--- src/rtl/field_sync_integrator.sv ---
module field_sync_integrator #(
  parameter int SAMPLE_W = 8,
  parameter int ACC_W    = 12
) (
  input  logic                clk,
  input  logic                rst_n,
  input  logic [SAMPLE_W-1:0] sample,
  input  logic [SAMPLE_W-1:0] slice_level,
  input  logic [ACC_W-1:0]    trip_level,
  output logic                field_strobe,
  output logic [ACC_W-1:0]    charge
);

  localparam logic [ACC_W-1:0] FULL = '1;
  localparam logic [ACC_W:0]   ONE  = (ACC_W+1)'(1);

  logic             sync_low;
  logic [ACC_W:0]   raised;
  logic [ACC_W-1:0] up_val;
  logic [ACC_W-1:0] down_val;
  logic             fire;

  assign sync_low = (sample <= slice_level);
  assign raised   = {1'b0, charge} + ONE;
  assign up_val   = (charge == FULL) ? FULL : raised[ACC_W-1:0];
  assign down_val = (charge == '0) ? '0 : charge - 1'b1;
  assign fire     = sync_low && !field_strobe && (raised >= {1'b0, trip_level});

  always_ff @(posedge clk or negedge rst_n) begin
    if (!rst_n) begin
      charge       <= '0;
      field_strobe <= 1'b0;
    end else begin
      field_strobe <= fire;
      charge       <= fire ? '0 : (sync_low ? up_val : down_val);
    end
  end

  assert_reset_clear_R1: assert property (@(posedge clk)
    !rst_n |-> (charge == '0) && !field_strobe);

  assert_charge_up_R2: assert property (@(posedge clk) disable iff (!rst_n)
    ((sample <= slice_level) && (({1'b0, charge} + ONE) < {1'b0, trip_level}))
    |=> (charge == $past(charge) + 1'b1));

  assert_charge_down_R3: assert property (@(posedge clk) disable iff (!rst_n)
    ((sample > slice_level) && (charge != '0)) |=> (charge == $past(charge) - 1'b1));

  assert_floor_zero_R4: assert property (@(posedge clk) disable iff (!rst_n)
    ((sample > slice_level) && (charge == '0)) |=> (charge == '0));

  assert_trip_fires_R5: assert property (@(posedge clk) disable iff (!rst_n)
    ((sample <= slice_level) && !field_strobe &&
     (({1'b0, charge} + ONE) >= {1'b0, trip_level})) |=> field_strobe);

  assert_strobe_clears_R5: assert property (@(posedge clk) disable iff (!rst_n)
    field_strobe |-> (charge == '0));

  assert_single_clock_R6: assert property (@(posedge clk) disable iff (!rst_n)
    field_strobe |=> !field_strobe);

endmodule

--- config.mk ---
export PLATFORM = sky130hd
export DESIGN_NAME = field_sync_integrator
export DESIGN_NICKNAME = d
export VERILOG_FILES = /design/src/rtl/field_sync_integrator.sv
export SDC_FILE = /design/constraint.sdc
export NUM_CORES = 1
export LEC_CHECK = 0
export ABC_CLOCK_PERIOD_IN_PS = 5800
export CORE_UTILIZATION = 52
export DETAILED_ROUTE_END_ITERATION = 6
export PLACE_DENSITY = 0.9
export SLEW_MARGIN = 20
export SYNTH_ARGS = -nofsm -noshare
export SYNTH_HDL_FRONTEND = slang
export SYNTH_SLANG_ARGS = --single-unit
--- constraint.sdc ---
create_clock -name clk -period 5.8 [get_ports clk]
set_input_delay 0.87 -clock clk [delete_from_list [all_inputs] [get_ports clk]]
set_output_delay 0.87 -clock clk [all_outputs]
set_load 0.01 [all_outputs]
# ---- Yosys cells after proc, flatten, opt, wreduce, memory -nomap -nowiden
# Cells that the tools add are included.
dict set report totals {
  reg_bits 13
  inputBits 30
  output_inout_bits 13
  wordCells 15
}
dict set report classes {
  n_addsub 2
  magnitude_cmp 2
  n_eq_ne 1
  mux 4
  n_reduce_logical 4
}
# op n
set op_table {}
lappend op_table {{2-to-1 mux 12 bit} 4}
lappend op_table {{adder 12 x 1 -> 13 bit, second input constant} 1}
lappend op_table {{greater-or-equal comparator 13 x 12 -> 1 bit} 1}
lappend op_table {{== test 12 bit, second input constant} 1}
lappend op_table {{zero test 12 bit} 1}
lappend op_table {{subtractor 12 x 1 -> 12 bit, second input constant} 1}
lappend op_table {{<= comparator 8 bit} 1}
lappend op_table {{logical AND 1 bit} 2}
lappend op_table {{zero test 1 bit} 1}

# ---- Depth between registers and ports, before layout
dict set report depth {
  depth_word 4
  ltp_mapped 14
}

# ---- Worst setup path after synthesis
# Ideal clock, no wire load.
dict set report synth_path {
  path_kind {register to register}
  startpoint {register charge[0]}
  endpoint {register charge[3]}
  setup_ns 0.104
  t_arrival_ns 2.824
  required_time_ns 5.696
  path_slack_ns 2.872
  stages_incl_launch_ff 14
  path_buffers 1
  period_less_slack_ns 2.928
  path_cell_list {dfrtp_1 -> ha_1 -> and3_4 -> and3_2 -> xnor2_1 -> inv_1 -> ha_1 -> and3_1 -> a221oi_1 -> nand2_1 -> o21ai_0 -> a311oi_2 -> buf_2 -> a221oi_1}
}
dict set report synth_between {
  elab_chain_cells 4
  word_cells_on_any_way 10
  classes_between {add/sub: 2; order compare: 1; eq/ne: 1; mux: 4; reduce/logical: 2}
}
# item line_no
set synth_rtl {}
lappend synth_rtl {{from (decl)} 11} ;# output logic [ACC_W-1:0] charge
lappend synth_rtl {{from (signal assigned)} 35} ;# charge <= fire ? '0 : (sync_low ? up_val : down_val);
lappend synth_rtl {{adder 12 x 1 -> 13 bit} 24} ;# assign raised = {1'b0, charge} + ONE;
lappend synth_rtl {{greater-or-equal comparator 13 x 12 -> 1 bit} 27} ;# assign fire = sync_low && !field_strobe && (raised >= {1'b0, trip_level});
lappend synth_rtl {{logical AND 1 bit} 27}
lappend synth_rtl {{via fire} 21} ;# logic fire;
lappend synth_rtl {{2-to-1 mux 12 bit} 35}
# The timed path passes the listed nets, and every way through them passes these cells.

# ---- Final worst setup path
dict set report layout_path {
  startpoint {register charge[0]}
  endpoint {register charge[8]}
}
dict set report layout_between {
  elab_chain_cells 4
  word_cells_on_any_way 10
  classes_between {add/sub: 2; order compare: 1; eq/ne: 1; mux: 4; reduce/logical: 2}
}
# item line_no
set layout_rtl {}
lappend layout_rtl {{adder 12 x 1 -> 13 bit (tied with other cells)} 24}
lappend layout_rtl {{greater-or-equal comparator 13 x 12 -> 1 bit (tied with other cells)} 27}
lappend layout_rtl {{logical AND 1 bit or 2-to-1 mux 12 bit (tied branches)} {27, 35}}
lappend layout_rtl {{2-to-1 mux 12 bit *} 35}
# Every way passes the cells marked *; elsewhere a longest branch is shown, timed or not.

==> flow_summary.ini <==
[synth]
yosys_most_used_dff = sky130_fd_sc_hd__dfrtp_1
synth_sequential_area_ratio = 0.2072
asyncSetResetFlopFracSynth = 1.000
syn-instance-count = 186
syn_nets = 239
synthesis.yosys.warnings = 0
synth_edf_count = 0
postSynthRegisterBits = 13
netlist_area_um2 = 1570
yosys.cell_types.count = 45
avgSynthCellArea_um2 = 8.442

[finish]
layout-drive-gt1-share = 0.07589
fin_nets = 278
multi_input_area_um2 = 1077
syn2layout_area_growth_pct = 26.69
final.fill_count = 240
antennaDiodeCount = 0
post-route-util = 0.7092
register_area_um2 = 325.3

[drt]
drt-vias-per-instance = 5.753
first_drt_iteration_drcs = 43
avgRoutedWirePerCell_um = 13.69
detail_route.first_pass.iterations = 6
post-route-drc-count = 6
drt.antenna.violating_nets = 0
dr_total_vias = 1467
route.final.wire_length_mm = 3.492

[sta]
drv_slew = 0
rsz0062_at_grt = false
worst-slew-pin-transition_ns = 1.005
post-route-period-util = 0.6036
whs_ns = 0.5858
fin_tns_setup_ns = 0
final_setup_fails = 0
fmax_ghz = 0.2856
max-slew-margin-rel = 0.3298
finalHoldViolations = 0
timing.clock.skew_ns = 0.01047
layout_min_cycle_time_ns = 3.501

[clocking]
worstSkewPairLatency_ns = 0.29
tritoncts = yes
root_buffer = sky130_fd_sc_hd__clkbuf_4
h_tree_depth = 1
clock_sinks = 13
cts-root-to-sink-buffers = 2
ctsHoldBuffers = 0
clk_transition_reported_paths_ns = 0.09
setup_buffers_after_cts = 0
cts_made_buffers = 3
cts_repair_resize_count = 0

[run_status]
failed_checks = DRC
run_status = finished, violations left

[global_routing]
pin_count_of_the_biggest_net_entering_global_routing = 23
antenna_violations_before_repair = 0
grt_pass1_wl_mm = 5.982
first_global_vias = 1406
grt_usage = 0.2359
overflow = 0

[setup_path]
path_class = reg -> reg
crit_fanout = 13
data_arrival_time_of_the_critical_path_ns = 3.62
data_required_time_of_the_worst_path_ns = 5.92
r2r_setup_slack_ns = 2.30
worst_case_reg_to_reg_path_depth = 12
startpoint_types = register
cp-end-kind = register

[pwr]
clock_power_share = 0.074
power.share.sequential = 0.296
power.density_nw_per_um2 = 406.5
static-leakage-power_nw = 0.9400
power_report.internal_total_w = 0.0004263
vdd.ir_drop.worst_v = 0.0003250
net-switching-power_w = 0.0003825
power.switching_fraction = 0.4730
share_comb_of_total_power = 0.630

[run]
max_cap_violations = 0

[floorplan]
design.core.area_um2 = 2805
floorplan.rows = 19
io_pins = 43
die_height_um = 56.95
die_x_um = 56.95
die_area_um2 = 3243
initial_core_utilization = 0.5598

[placement]
dpl.hpwl_mm = 2.820
placement.io_buffers = 42
finalWeightedCongestion = 0.8355

[hold_path]
hold_path_class = reg -> reg
worstHoldPathCells = 1
-- worst max-delay path: stages (launching register included) --
cell and delay (ns):
sky130_fd_sc_hd__dfrtp_1 0.48, sky130_fd_sc_hd__ha_1 0.32, sky130_fd_sc_hd__and3_4 0.20, sky130_fd_sc_hd__and3_2 0.21, sky130_fd_sc_hd__xnor2_1 0.21, sky130_fd_sc_hd__inv_1 0.08, sky130_fd_sc_hd__ha_1 0.29, sky130_fd_sc_hd__and3_1 0.18
sky130_fd_sc_hd__o21ai_0 0.08, sky130_fd_sc_hd__a21oi_1 0.13, sky130_fd_sc_hd__o21ai_0 0.10, sky130_fd_sc_hd__a311oi_2 0.89, sky130_fd_sc_hd__a221oi_1 0.15
-- synth_stat cells (2+ instances only) --
cell type | instances | area share
sky130_fd_sc_hd__and3_4 | 2 | 0.014
sky130_fd_sc_hd__a221oi_1 | 6 | 0.033
sky130_fd_sc_hd__buf_2 | 2 | 0.0064
sky130_fd_sc_hd__nand3_1 | 13 | 0.041
sky130_fd_sc_hd__a21o_1 | 3 | 0.014
sky130_fd_sc_hd__a21oi_1 | 8 | 0.025
sky130_fd_sc_hd__o21ai_0 | 4 | 0.013
sky130_fd_sc_hd__nand2_1 | 10 | 0.024
sky130_fd_sc_hd__nor4_1 | 2 | 0.0080
sky130_fd_sc_hd__nand2b_1 | 3 | 0.012
sky130_fd_sc_hd__nand4_1 | 2 | 0.0080
sky130_fd_sc_hd__inv_1 | 27 | 0.065
sky130_fd_sc_hd__and3_2 | 3 | 0.014
sky130_fd_sc_hd__buf_6 | 3 | 0.022
sky130_fd_sc_hd__xor2_1 | 9 | 0.050
sky130_fd_sc_hd__a211oi_1 | 2 | 0.0096
sky130_fd_sc_hd__and3_1 | 4 | 0.016
sky130_fd_sc_hd__nor3_1 | 5 | 0.016
sky130_fd_sc_hd__xnor2_1 | 8 | 0.045
sky130_fd_sc_hd__ha_1 | 23 | 0.18
sky130_fd_sc_hd__nor2_1 | 10 | 0.024
sky130_fd_sc_hd__o21a_1 | 2 | 0.0096
sky130_fd_sc_hd__dfrtp_1 | 13 | 0.21
-- placed cells by master (no fill, tap or decap), drive strengths merged, types with 8 or more instances in the layout --
cell type      count
a21oi              8
and3               9
clkdlybuf4s50     42
nand3             13
inv               27
xor2               9
dfrtp             13
xnor2              8
ha                23
nor2              11
nand2             11
-- metal layers --
layer	track usage	up-vias	part of all wire
met1	0.2813	677	0.41
met5	0	-	0
met4	0.07666	0	0.013
met2	0.4235	51	0.51
li1	-	731	-
met3	0.04762	8	0.069
-- area by class of cell --
cell class / count / area share
clock buffer: 4 / 0.01321
multi-input combinational: 138 / 0.5415
sequential: 13 / 0.1635
inverter: 27 / 0.05094
timing repair buffer: 42 / 0.2113
tap: 31 / 0.01950
-- power groups by stage --
stage / Combinational (W) / Clock (W) / Sequential [W]
after CTS: 0.000516 / 0.0000594 / 0.000239
final: 0.000510 / 0.0000598 / 0.000239
after global placement: 0.000496 / 0 / 0.000237
after floorplan: 0.000361 / 0 / 0.000215
after global routing: 0.000574 / 0.0000641 / 0.000249
after detailed placement: 0.000513 / 0 / 0.000240
-- state kept, by name, indices dropped and copies added, names as in the netlist --
register	count
field_strobe	1
charge	12
-- per-stage QoR --
| step | setup slack (ns) | power [W] | cells | cell area [µm²] |
|---|---|---|---|---|
| floorplan | 2.872 | 0.0005763 | 186 | 1570 |
| global placement | 2.132 | 0.0007332 | 251 | 1963 |
| detailed placement | 2.045 | 0.0007530 | 251 | 1963 |
| CTS | 2.305 | 0.0008138 | 255 | 1989 |
| global route | 1.965 | 0.0008867 | 255 | 1989 |
| finish | 2.299 | 0.0008088 | 255 | 1989 |
-- kinds of logic after synthesis --
kind of cell               after synthesis  synth area share
AOI/OAI and AO/OA                       34            0.1673
and+or+nand+nor                         62            0.2271
buffers and inverters                   35            0.1068
adders and majority gates               23            0.1833
muxes                                    2           0.01355
DFF                                     13            0.2072
xor gates and xnor gates                17           0.09483
-- final timing paths --
| path | startpoint | to |
|---|---|---|
| worst max-delay path | charge[0]$_DFF_PN0_ | charge[8]$_DFF_PN0_ |
| worst min-delay path | field_strobe$_DFF_PN0_ | field_strobe$_DFF_PN0_ |
| worst max register to register | charge[0]$_DFF_PN0_ | charge[8]$_DFF_PN0_ |
| worst min register to register | field_strobe$_DFF_PN0_ | field_strobe$_DFF_PN0_ |
| max in group asynchronous | rst_n | charge[1]$_DFF_PN0_ |
| min in group asynchronous | rst_n | charge[11]$_DFF_PN0_ |
Note: power is estimated with default switching activity, not from simulation.
